[src/rtl/tirq_pkg.sv]
package tirq_pkg;
    localparam int TIMER_ID = 29;
    localparam int WDOG_ID  = 30;

    function automatic int line_core(input int idx);
        return idx >> 1;
    endfunction

    function automatic int line_irq_id(input int idx);
        return TIMER_ID + (idx & 1);
    endfunction
endpackage

[src/rtl/tirq_line_edge.sv]
module tirq_line_edge (
    input  logic level_i,
    input  logic prev_i,
    input  logic enable_i,
    output logic pulse_o,
    output logic prev_next_o
);
    // A request fires only when the line is now high and was last seen low.
    always_comb begin
        pulse_o     = enable_i & level_i & ~prev_i;
        prev_next_o = enable_i & level_i;
    end
endmodule

[src/rtl/tirq_core_map.sv]
module tirq_core_map #(
    parameter int MAX_CORES = 4
) (
    input  logic [2*MAX_CORES-1:0] pulse_i,
    output logic [2*MAX_CORES-1:0] pend_o,
    output logic [MAX_CORES-1:0]   core_any_o
);
    localparam int LINES = 2 * MAX_CORES;

    for (genvar i = 0; i < LINES; i++) begin : g_route
        localparam int CORE = tirq_pkg::line_core(i);
        localparam int SLOT = tirq_pkg::line_irq_id(i) - tirq_pkg::TIMER_ID;
        assign pend_o[CORE*2 + SLOT] = pulse_i[i];
    end

    for (genvar c = 0; c < MAX_CORES; c++) begin : g_any
        assign core_any_o[c] = pend_o[2*c] | pend_o[2*c+1];
    end
endmodule

[src/rtl/timer_irq_router.sv]
module timer_irq_router #(
    parameter int MAX_CORES = 4,
    parameter int NUM_CORES = 3
) (
    input  logic                   clk,
    input  logic                   rst_n,
    input  logic [2*MAX_CORES-1:0] src_level,
    output logic [2*MAX_CORES-1:0] pend_set,
    output logic [MAX_CORES-1:0]   core_irq
);
    localparam int LINES     = 2 * MAX_CORES;
    localparam int CONN_LINES = 2 * NUM_CORES;

    typedef struct packed {
        logic [LINES-1:0]     prev;
        logic [LINES-1:0]     pend;
        logic [MAX_CORES-1:0] core;
    } state_t;

    state_t state_d, state_q;

    logic [LINES-1:0]     pulse_w;
    logic [LINES-1:0]     prev_next_w;
    logic [LINES-1:0]     pend_w;
    logic [MAX_CORES-1:0] core_w;

    for (genvar i = 0; i < LINES; i++) begin : g_line
        tirq_line_edge u_edge (
            .level_i     (src_level[i]),
            .prev_i      (state_q.prev[i]),
            .enable_i    (1'(i < CONN_LINES)),
            .pulse_o     (pulse_w[i]),
            .prev_next_o (prev_next_w[i])
        );
    end

    tirq_core_map #(.MAX_CORES(MAX_CORES)) u_map (
        .pulse_i    (pulse_w),
        .pend_o     (pend_w),
        .core_any_o (core_w)
    );

    always_comb begin
        state_d      = state_q;
        state_d.prev = prev_next_w;
        state_d.pend = pend_w;
        state_d.core = core_w;
    end

    always_ff @(posedge clk or negedge rst_n) begin
        if (!rst_n) state_q <= '0;
        else        state_q <= state_d;
    end

    assign pend_set = state_q.pend;
    assign core_irq = state_q.core;
endmodule

[config.mk]
export PLATFORM = sky130hd
export DESIGN_NAME = timer_irq_router
export DESIGN_NICKNAME = d
export VERILOG_FILES = /design/src/rtl/tirq_pkg.sv /design/src/rtl/tirq_line_edge.sv /design/src/rtl/tirq_core_map.sv /design/src/rtl/timer_irq_router.sv
export SDC_FILE = /design/constraint.sdc
export NUM_CORES = 1
export LEC_CHECK = 0
export ABC_AREA = 1
export BUFFER_PORTS_ARGS = -buffer_cell sky130_fd_sc_hd__buf_2
export CORE_MARGIN = 3
export CORE_UTILIZATION = 31
export DETAILED_ROUTE_END_ITERATION = 6
export GPL_TIMING_DRIVEN = 0
export SLEW_MARGIN = 40
export SYNTH_ARGS = -nofsm -noshare
export SYNTH_HDL_FRONTEND = slang
export SYNTH_SLANG_ARGS = --single-unit
export TNS_END_PERCENT = 10
[constraint.sdc]
create_clock -name clk -period 1.2 [get_ports clk]
set_input_delay 0.06 -clock clk [delete_from_list [all_inputs] [get_ports clk]]
set_output_delay 0.06 -clock clk [all_outputs]
set_load 0.02 [all_outputs]
==> results of run 1 <==
[layer usage]
| metal | global-route usage [%] | vias up | routed length [microns] |
|---|---|---|---|
| li1 | - | 159 | - |
| met1 | 9.25 | 133 | 270 |
| met2 | 12.1 | 18 | 298 |
| met3 | 4.69 | 2 | 89 |
| met4 | 5.11 | 0 | 12 |
| met5 | 0 | - | 0 |
[synth_stat cells]
cell | instances | share of area (%)
conb_1 | 1 | 0.75
nand2_2 | 9 | 11
dfrtp_1 | 15 | 75
buf_4 | 3 | 4.5
inv_1 | 12 | 9.0
[state kept, by name, summed over array words and instances (netlist names)]
register  cells
pend_set      6
state_q       6
core_irq      3
[layout by cell type (no fill, tap or decap)]
master / Yosys / routed
buf_2: 0 / 16
dfrtp_1: 15 / 15
inv_1: 12 / 12
nand2_2: 9 / 9
dlygate4sd3_1: 0 / 7
buf_4: 3 / 3
conb_1: 1 / 3
clkbuf_4: 0 / 3
clkinv_2: 0 / 1
[worst max path at each step]
stage           startpoint  slack, ps          end
2_1_floorplan  state_q[12]        650  core_irq[0]
3_3_place_gp   state_q[12]        640  core_irq[0]
3_5_place_dp   state_q[17]        630  core_irq[2]
4_1_cts        core_irq[0]        320  core_irq[0]
5_1_grt        core_irq[0]        280  core_irq[0]
6_report       core_irq[0]        330  core_irq[0]
[cell families (layout without fill, tap and decap cells)]
group / count (synthesis) / in the layout / synth area share, %
DFF: 15 / 15 / 74.6
buffers and inverters: 15 / 42 / 13.4
and+or+nand+nor: 9 / 9 / 11.2
other: 1 / 3 / 0.746
[what timing repair did]
action,in CTS,in global routing
setup endpoints to repair,0,0
endpoints found under the hold margin,22,0
hold buffers,7,0
buffers inserted,0,0
[power by group through the flow]
stage / Combinational [mW] / Sequential, mW / Clock, mW
floorplan: 0.0378 / 0.574 / 0
global placement: 0.106 / 0.549 / 0
detailed placement: 0.108 / 0.549 / 0
CTS: 0.125 / 0.539 / 0.289
global route: 0.137 / 0.542 / 0.321
finish: 0.123 / 0.539 / 0.276
[layout make-up]
type	count	area (sq um)
Multi-Input combinational cell	12	67.6
Timing Repair Buffer	23	150
Clock buffer	3	22.5
Fill cell	133	708
Buffer	3	22.5
Sequential cell	15	375
Inverter	12	45.0
Clock inverter	1	5.00
Tap cell	15	18.8
[metrics by stage]
| stage | power, mW | std cells | setup slack [ps] | utilization, % | hold WS [ps] |
|---|---|---|---|---|---|
| floorplan | 0.612 | 42 | 650 | - | -236 |
| global placement | 0.655 | 73 | 638 | 43.1 | -24.0 |
| detailed placement | 0.657 | 73 | 632 | 43.1 | -25.4 |
| CTS | 0.953 | 84 | 321 | 50.0 | 202 |
| global route | 1.00 | 84 | 284 | 50.0 | 198 |
| finish | 0.938 | 84 | 330 | 50.0 | 194 |
==> metrics.md, run 1 <==
| Metric | Value |
|---|---|
| Critical path startpoint category | `register` |
| Internal Power | `just over 0.7 mW` |
| Largest buffer count on any clock path | `2` |
| Maxcap violations | `0` |
| Die Y | `roughly 46 microns` |
| Initial antenna violation count | `0` |
| Sw frac | `around a quarter` |
| Worst reg2reg path depth | `3` |
| Final hold vios | `0` |
| Share of post-route cells with drive strength above 1 | `between 40% and 50%` |
| CP max stage delay | `380 ps` |
| Std-Cell Rows | `13` |
| Final period util | `~72%` |
| Minimum clock period | `870 ps` |
| CTS tree | `done` |
| DRT antenna net count | `0` |
| CP max FO | `1` |
| # nets final | `80` |
| Area grow syn2layout | `40.5%` |
| Initial DRT Pass Iterations | `1` |
| # IOs | `22` |
| First-pass GRT wire length | `1180 microns` |
| Diode count | `0` |
| RSZ-0062 raised after global routing | `no` |
| Clk network pwr share | `between 20 and 30%` |
| Max Clock Freq | `1150 MHz` |
| Post-DP HPWL | `approximately 510 microns` |
| Sequential fraction of design power | `~57%` |
| Gr usage total | `8.29%` |
| Vias in the first global route | `~300` |
| WL/cell | `between 7 and 8 microns` |
| Final setup TNS | `0 ps` |
| Critical-path top delay cell | `dfrtp_1` |
| Post-Synthesis Cell Area | `between 500 and 600 sq um` |
| Power Dens Cells | `between 1000 and 1500 nW/um^2` |
| Kind of critical path | `reg -> out` |
| Routed vias | `312` |
| Iteration-0 DRC Markers | `0` |
| Vias per cell | `3.71` |
| Synth Warn # | `0` |
| Syn Inst Count | `40` |
| Tightest Hold Check Type | `in -> async` |
| Peak VDD IR | `between 0.0009 and 0.001 V` |
| Syn Area/Cell | `between 10 and 15 sq um` |
| Unique masters post-synth | `5` |
| Initial Util | `35.5%` |
| Delay-heaviest family, CP | `flip-flops` |
| Critical path depth | `1` |
| Cell chain of the critical path | `buf_2` |
| CP arrival | `between 800 and 900 ps` |
| Clk pin slew, worst setup/hold paths | `~90 ps` |
| Core ar. | `1420 sq um` |
| Status | `finished clean` |
| CTS sink count | `15` |
| Cell area after layout | `around 710 sq um` |
| Worst path bufs/invs | `1` |
| Port bufs | `16` |
| Placer Congestion | `0.674` |
| CTS resizes | `0` |
| Sequential fraction of the synthesis area | `74.6%` |
| Fin. max-slew vios | `0` |
| Largest net degree at the start of global routing | `16` |
| DRC viols | `0` |
| TritonCTS buffer count | `3` |
| Pleak | `0.432 nW` |
| Total grt overflow | `0` |
| Comb power frac | `approximately an eighth` |
| Post-DP Area | `slightly above 600 sq um` |
| H-tree levels | `1` |
| Reg-to-Reg Start | `state_q[14]` |
| Seq cells post-synth | `15` |
| CP Data Required Time | `1140 ps` |
| Sw Pwr | `approximately 0.23 mW` |
| RR Endpoint | `core_irq[1]` |
| # setup viols final | `0` |
| FF-to-FF setup slack | `between 600 and 700 ps` |
| Root buffer cell | `clkbuf_4` |
| Crit. End Element | `primary output` |
| Routed WL | `671 microns` |
| Clock skew | `about 6.1 ps` |
| Worst skew pair latency | `~280 ps` |
| Die extent in x | `~46 microns` |
| Die area | `2140 sq um` |
Note: power is estimated with default switching activity, not from simulation.
==> run 2, diff against run 1 <==
clock period = 0.8 ns   (was 1.2 ns; I/O delays follow)
==> run 2 against run 1 <==
Effect of this change: the run now ends with setup timing left; design area is 3.5% higher; register-to-register slack worse by 400 ps; worst setup slack worse by 370 ps; sequential power is 50% higher; die area stayed put; hold slack worse by 16 ps.
==> metrics.md, run 2 (same netlist as run 1, synthesis figures left out) <==
| Metric | Value |
|---|---|
| DRC viols | `0` |
| Final setup TNS | `-256 ps` |
| Most frequent cells in the layout | `dfrtp_1 (15), inv_1 (12), buf_2 (12)` |
| Reg-to-Reg Start | `state_q[14]` |
| Clk network pwr share | `29.1%` |
| Setup WS post-layout | `-38.3 ps` |
| Vias per cell | `between 3 and 4` |
| Routed vias | `314` |
| # nets final | `80` |
| Delay-heaviest family, CP | `flip-flops` |
| TritonCTS buffer count | `3` |
| # setup viols final | `9` |
| Port bufs | `16` |
| Crit. End Element | `primary output` |
| Root buffer cell | `clkbuf_4` |
| Comb power frac | `between 10 and 15%` |
| DRT antenna net count | `0` |
| Status | `finished with violations` |
| Power Dens Cells | `roughly 1900 nW/um^2` |
| Total grt overflow | `0` |
| Worst reg2reg path depth | `3` |
| Final period util | `105%` |
| Sw Pwr | `around 0.35 mW` |
| FF-to-FF setup slack | `~210 ps` |
| Max Clock Freq | `around 1200 MHz` |
| CTS tree | `done` |
| Gr usage total | `under 10%` |
| Core ar. | `~1400 sq um` |
| Sequential fraction of design power | `between 50% and 60%` |
| Largest buffer count on any clock path | `2` |
| Peak VDD IR | `roughly 0.0014 V` |
| Tightest Hold Check Type | `in -> async` |
| First-pass GRT wire length | `about 1200 microns` |
| Initial Util | `a little over a third` |
| Area grow syn2layout | `45.5%` |
| Fin util | `between 50 and 60%` |
| Critical path startpoint category | `register` |
| Failing checks | `setup timing` |
| Diode count | `0` |
| Std-Cell Rows | `13` |
| RR Endpoint | `core_irq[1]` |
| Vias in the first global route | `roughly 300` |
| Die Y | `46.3 microns` |
| WL/cell | `~7.9 microns` |
| CP max stage delay | `390 ps` |
| # IOs | `22` |
| Kind of critical path | `reg -> out` |
| RSZ-0062 raised after global routing | `yes` |
| CTS sink count | `15` |
| Worst skew pair latency | `about 280 ps` |
| Critical-path top delay cell | `dfrtp_1` |
| Post-DP HPWL | `just over 500 microns` |
| Share of post-route cells with drive strength above 1 | `between 40 and 50%` |
| Clock skew | `around 6 ps` |
| Clk pin slew, worst setup/hold paths | `~90 ps` |
| Placer Congestion | `0.674` |
| CP Data Required Time | `approximately 760 ps` |
| Die extent in x | `between 40 and 50 microns` |
| Sw frac | `24.4%` |
| Final hold vios | `0` |
| Minimum clock period | `about 840 ps` |
| Cell chain of the critical path | `buf_6` |
| CP arrival | `roughly 800 ps` |
| Pleak | `between 0.4 and 0.5 nW` |
| Initial antenna violation count | `0` |
| Die area | `roughly 2100 sq um` |
| Iteration-0 DRC Markers | `0` |
| Internal Power | `1.08 mW` |
| Most common cell after layout, fill and taps aside | `dfrtp_1` |
| Routed WL | `around 670 microns` |
| Hold slack | `approximately 180 ps` |
| Largest net degree at the start of global routing | `16` |
| CP max FO | `1` |
| H-tree levels | `1` |
| Initial DRT Pass Iterations | `1` |
| Maxcap violations | `0` |
| Critical path launch point | `core_irq[0]` |
| Pwr Total | `1.43 mW` |
| Worst path bufs/invs | `1` |
| Fin. max-slew vios | `0` |
## run 2: changes by cell type in the layout (fill, tap and decap cells not counted)
cell	delta
buf_6	+4
buf_2	-4
## run 2: worst max-delay path by stage
stage,endpoint,slack [ps],cells past startpoint
3_5_place_dp,core_irq[2],230,3
5_1_grt,core_irq[0],-90,1
2_1_floorplan,core_irq[0],250,3
4_1_cts,core_irq[0],-50,1
6_report,core_irq[0],-40,1
3_3_place_gp,core_irq[0],240,3
## run 2: per-layer routing
layer / global-route usage, % / part of all wire (%)
met1: 9.25 / 39
met2: 12.1 / 45
met3: 4.69 / 14
met4: 5.11 / 1.8
met5: 0 / 0
## run 2: area by class of cell
class,instances,area [sq um]
fillers,126,683
flip-flops and latches,15,375
repair buffers,23,175
multi-input cells,12,67.6
inverters,12,45.0
clock buffers,3,22.5
plain buffers,3,22.5
well taps,15,18.8
clock inverters,1,5.00
## run 2: per-stage QoR
step	instances	worst slack, ps	instance area (sq um)
6_report	84	-38.3	732
5_1_grt	84	-90.9	732
4_1_cts	84	-50.8	713
3_5_place_dp	73	232	609
3_3_place_gp	73	238	609
2_1_floorplan	42	250	510
## run 2: power groups by stage
stage                     registers, mW  logic, mW  clock network (mW)
after floorplan                   0.861     0.0567                   0
after global placement            0.823      0.160                   0
after detailed placement          0.824      0.162                   0
after CTS                         0.810      0.192               0.433
after global routing              0.817      0.220               0.482
final                             0.811      0.200               0.414
## run 2: repair_timing
| action | 4_1_cts | 5_1_grt |
|---|---|---|
| endpoints found under the hold margin | 30 | 0 |
| setup endpoints to repair | 9 | 9 |
| hold buffers | 7 | 0 |
| gates resized for setup | 2 | 6 |
| setup buffers | 0 | 0 |
==> run 3, diff against run 2 <==
ABC_AREA = 0   (was 1)
CAP_MARGIN = 20   (was not set)
==> run 3 against run 2 <==
Effect of this change: the run still ends with setup timing left; sequential share of layout area shrank 0.78 points; worst setup slack gained 19 ps; critical endpoint is now pend_set[2]; final cell count shrank 14%; utilization grew 0.80 points; combinational power grew 3%; sequential power grew 1%; global-route usage grew 0.50 points; area after synthesis is the same; non-clock buffer count is the same; clock power shrank 3%; first-iteration DRC count is the same.
==> metrics.md, run 3 <==
| Metric | Value |
|---|---|
| FF-to-FF setup slack | `60 ps` |
| Routed vias | `279` |
| Initial Util | `35.5%` |
| Gr usage total | `approximately 8.8%` |
| H-tree levels | `1` |
| Final period util | `102%` |
| First-pass GRT wire length | `around 1200 microns` |
| Footprint of the multi-input gates | `between 100 and 150 sq um` |
| TritonCTS buffer count | `3` |
| WL/cell | `between 9 and 10 microns` |
| Hold slack | `11.9 ps` |
| # fillers | `131` |
| # nets final | `68` |
| Die area | `~2100 sq um` |
| Worst Min Path Start | `src_level[5]` |
| Syn Area/Cell | `roughly 18 sq um` |
| Largest net degree at the start of global routing | `16` |
| Delay-heaviest family, CP | `flip-flops` |
| Dpl ws | `about 67 ps` |
| Most frequent cells in the layout | `dfrtp_1 (15), buf_2 (10), dlygate4sd3_1 (7)` |
| Total grt overflow | `0` |
| Cell chain of the critical path | `buf_6` |
| RSZ-0062 raised after global routing | `yes` |
| Clk pin slew, worst setup/hold paths | `roughly 80 ps` |
| Top cell type's share of synthesized area | `74.6%` |
| Post-Synthesis Cell Area | `503 sq um` |
| Hold Path End | `pend_set[5]` |
| Register Area | `between 300 and 400 sq um` |
| Setup WS post-layout | `-18.9 ps` |
| Maxcap violations | `0` |
| Vias in the first global route | `about 310` |
| Worst path bufs/invs | `1` |
| Internal Power | `approximately 1.1 mW` |
| Clock skew | `~0.19 ps` |
| Synth Warn # | `0` |
| Critical path depth | `1` |
| Sequential fraction of the synthesis area | `74.6%` |
| Synth area leaders | `dfrtp_1 (75%), nor2b_4 (16%), buf_4 (4.5%)` |
| CTS sink count | `15` |
| Worst skew pair latency | `~270 ps` |
| Clk network pwr share | `28.2%` |
| Hold buffers post-CTS | `7` |
| Diode count | `0` |
| CP max stage delay | `between 300 and 400 ps` |
| Sequential fraction of design power | `roughly 57%` |
| Initial antenna violation count | `0` |
| Placer Congestion | `around 0.63` |
| Yosys top cell by area | `dfrtp_1` |
| Status | `finished with violations` |
| Sw frac | `a little under a quarter` |
| Comb power frac | `between 10% and 20%` |
| Number of flops mapped to enable cells by yosys | `0` |
| Peak VDD IR | `0.000962 V` |
| Initial DRT Pass Iterations | `1` |
| Final hold vios | `0` |
| Sw Pwr | `0.325 mW` |
| # IOs | `22` |
| Worst reg2reg path depth | `2` |
| Minimum clock period | `around 800 ps` |
| Critical path startpoint category | `register` |
| Root buffer cell | `clkbuf_4` |
| CP Data Required Time | `roughly 760 ps` |
| Ys async rst share | `100%` |
| Seq cells post-synth | `15` |
| CP max FO | `1` |
| Max Clock Freq | `between 1000 and 1500 MHz` |
| CP arrival | `between 700 and 800 ps` |
| Area grow syn2layout | `47.8%` |
| DRC viols | `0` |
| Port bufs | `16` |
| Unique masters post-synth | `5` |
| Most used standard cell by instance count after synthesis | `dfrtp_1` |
| Pleak | `roughly 0.39 nW` |
| DRT antenna net count | `0` |
| Core ar. | `roughly 1400 sq um` |
| Crit. End Element | `primary output` |
| Routed WL | `roughly 700 microns` |
| Iteration-0 DRC Markers | `0` |
| Largest buffer count on any clock path | `2` |
| RR Endpoint | `core_irq[0]` |
| Post-synth top cells | `dfrtp_1 (15), nor2b_4 (6), buf_4 (3), or2_1 (3), conb_1 (1)` |
| Top FF cell, synth | `dfrtp_1` |
| Std-Cell Rows | `13` |
| Failing checks | `setup timing` |
| Fin. max-slew vios | `0` |
| Critical-path top delay cell | `dfrtp_1` |
| Tightest Hold Check Type | `in -> reg` |
| # setup viols final | `9` |
| Most common cell after layout, fill and taps aside | `dfrtp_1` |
| Die extent in x | `between 40 and 50 microns` |
| Hold Path Depth | `2` |
| Die Y | `~46 microns` |
| Vias per cell | `between 3 and 4` |
| CTS tree | `done` |
| Power Dens Cells | `~1900 nW/um^2` |
| Reg-to-Reg Start | `state_q[13]` |
| Syn Inst Count | `28` |
| Kind of critical path | `reg -> out` |
| Final setup TNS | `-154 ps` |
| Share of post-route cells with drive strength above 1 | `between 40% and 50%` |
==> run 3: worst max path at each step <==
stage                start     endpoint  slack, ps
5_1_grt        core_irq[2]  core_irq[2]        -70
6_report       pend_set[2]  pend_set[2]        -20
2_1_floorplan  state_q[13]  core_irq[0]         80
3_5_place_dp   state_q[13]  core_irq[0]         70
4_1_cts        pend_set[4]  pend_set[4]        -30
3_3_place_gp   state_q[14]  core_irq[1]         70
==> run 3: cell type report <==
type                       count  area share, %
timing repair buffer          23           25.3
sequential                    15           50.5
clock buffer                   4           3.54
buffer                         3           3.03
multi-input combinational     12           15.2
tap                           15           2.53
==> run 3: repair_timing <==
action                     4_1_cts  5_1_grt
setup buffers                    0        0
hold endpoints to repair        21        1
setup endpoints to repair        9        9
resized for setup               10        2
==> run 3: power by group through the flow <==
stage / clock [mW] / combinational [mW] / sequential, mW
after detailed placement: 0 / 0.161 / 0.832
after global placement: 0 / 0.160 / 0.831
final: 0.403 / 0.207 / 0.821
after CTS: 0.423 / 0.206 / 0.820
after global routing: 0.466 / 0.225 / 0.826
after floorplan: 0 / 0.0584 / 0.869
==> run 3: kinds of logic (layout without fill, tap and decap cells) <==
| group | Yosys count | after routing | synth area share [%] |
|---|---|---|---|
| flops | 15 | 15 | 74.6 |
| simple gates | 9 | 9 | 20.1 |
| buf+inv | 3 | 30 | 4.48 |
| other cells | 1 | 3 | 0.746 |
==> run 3: per-layer routing <==
layer  up-vias  global-route usage, %  share of wire [%]
li1        134                      -                  -
met1       131                   10.3                 44
met2        14                   11.8                 47
met3         0                   5.86                9.3
met4         0                   5.11                  0
met5         -                      0                  0
==> run 3: worst register-to-register path: stages (launching register included) <==
cell and delay, ps:
dfrtp_1 370, nor2b_4 40, or2_1 220
==> run 3: through the flow <==
stage               area (sq um)  power [mW]  util, %  instances
finish                       743        1.43     52.5         72
global route                 743        1.52     52.5         72
CTS                          737        1.45     52.1         72
detailed placement           609       0.993     43.1         61
global placement             609       0.991     43.1         61
floorplan                    510       0.928        -         30
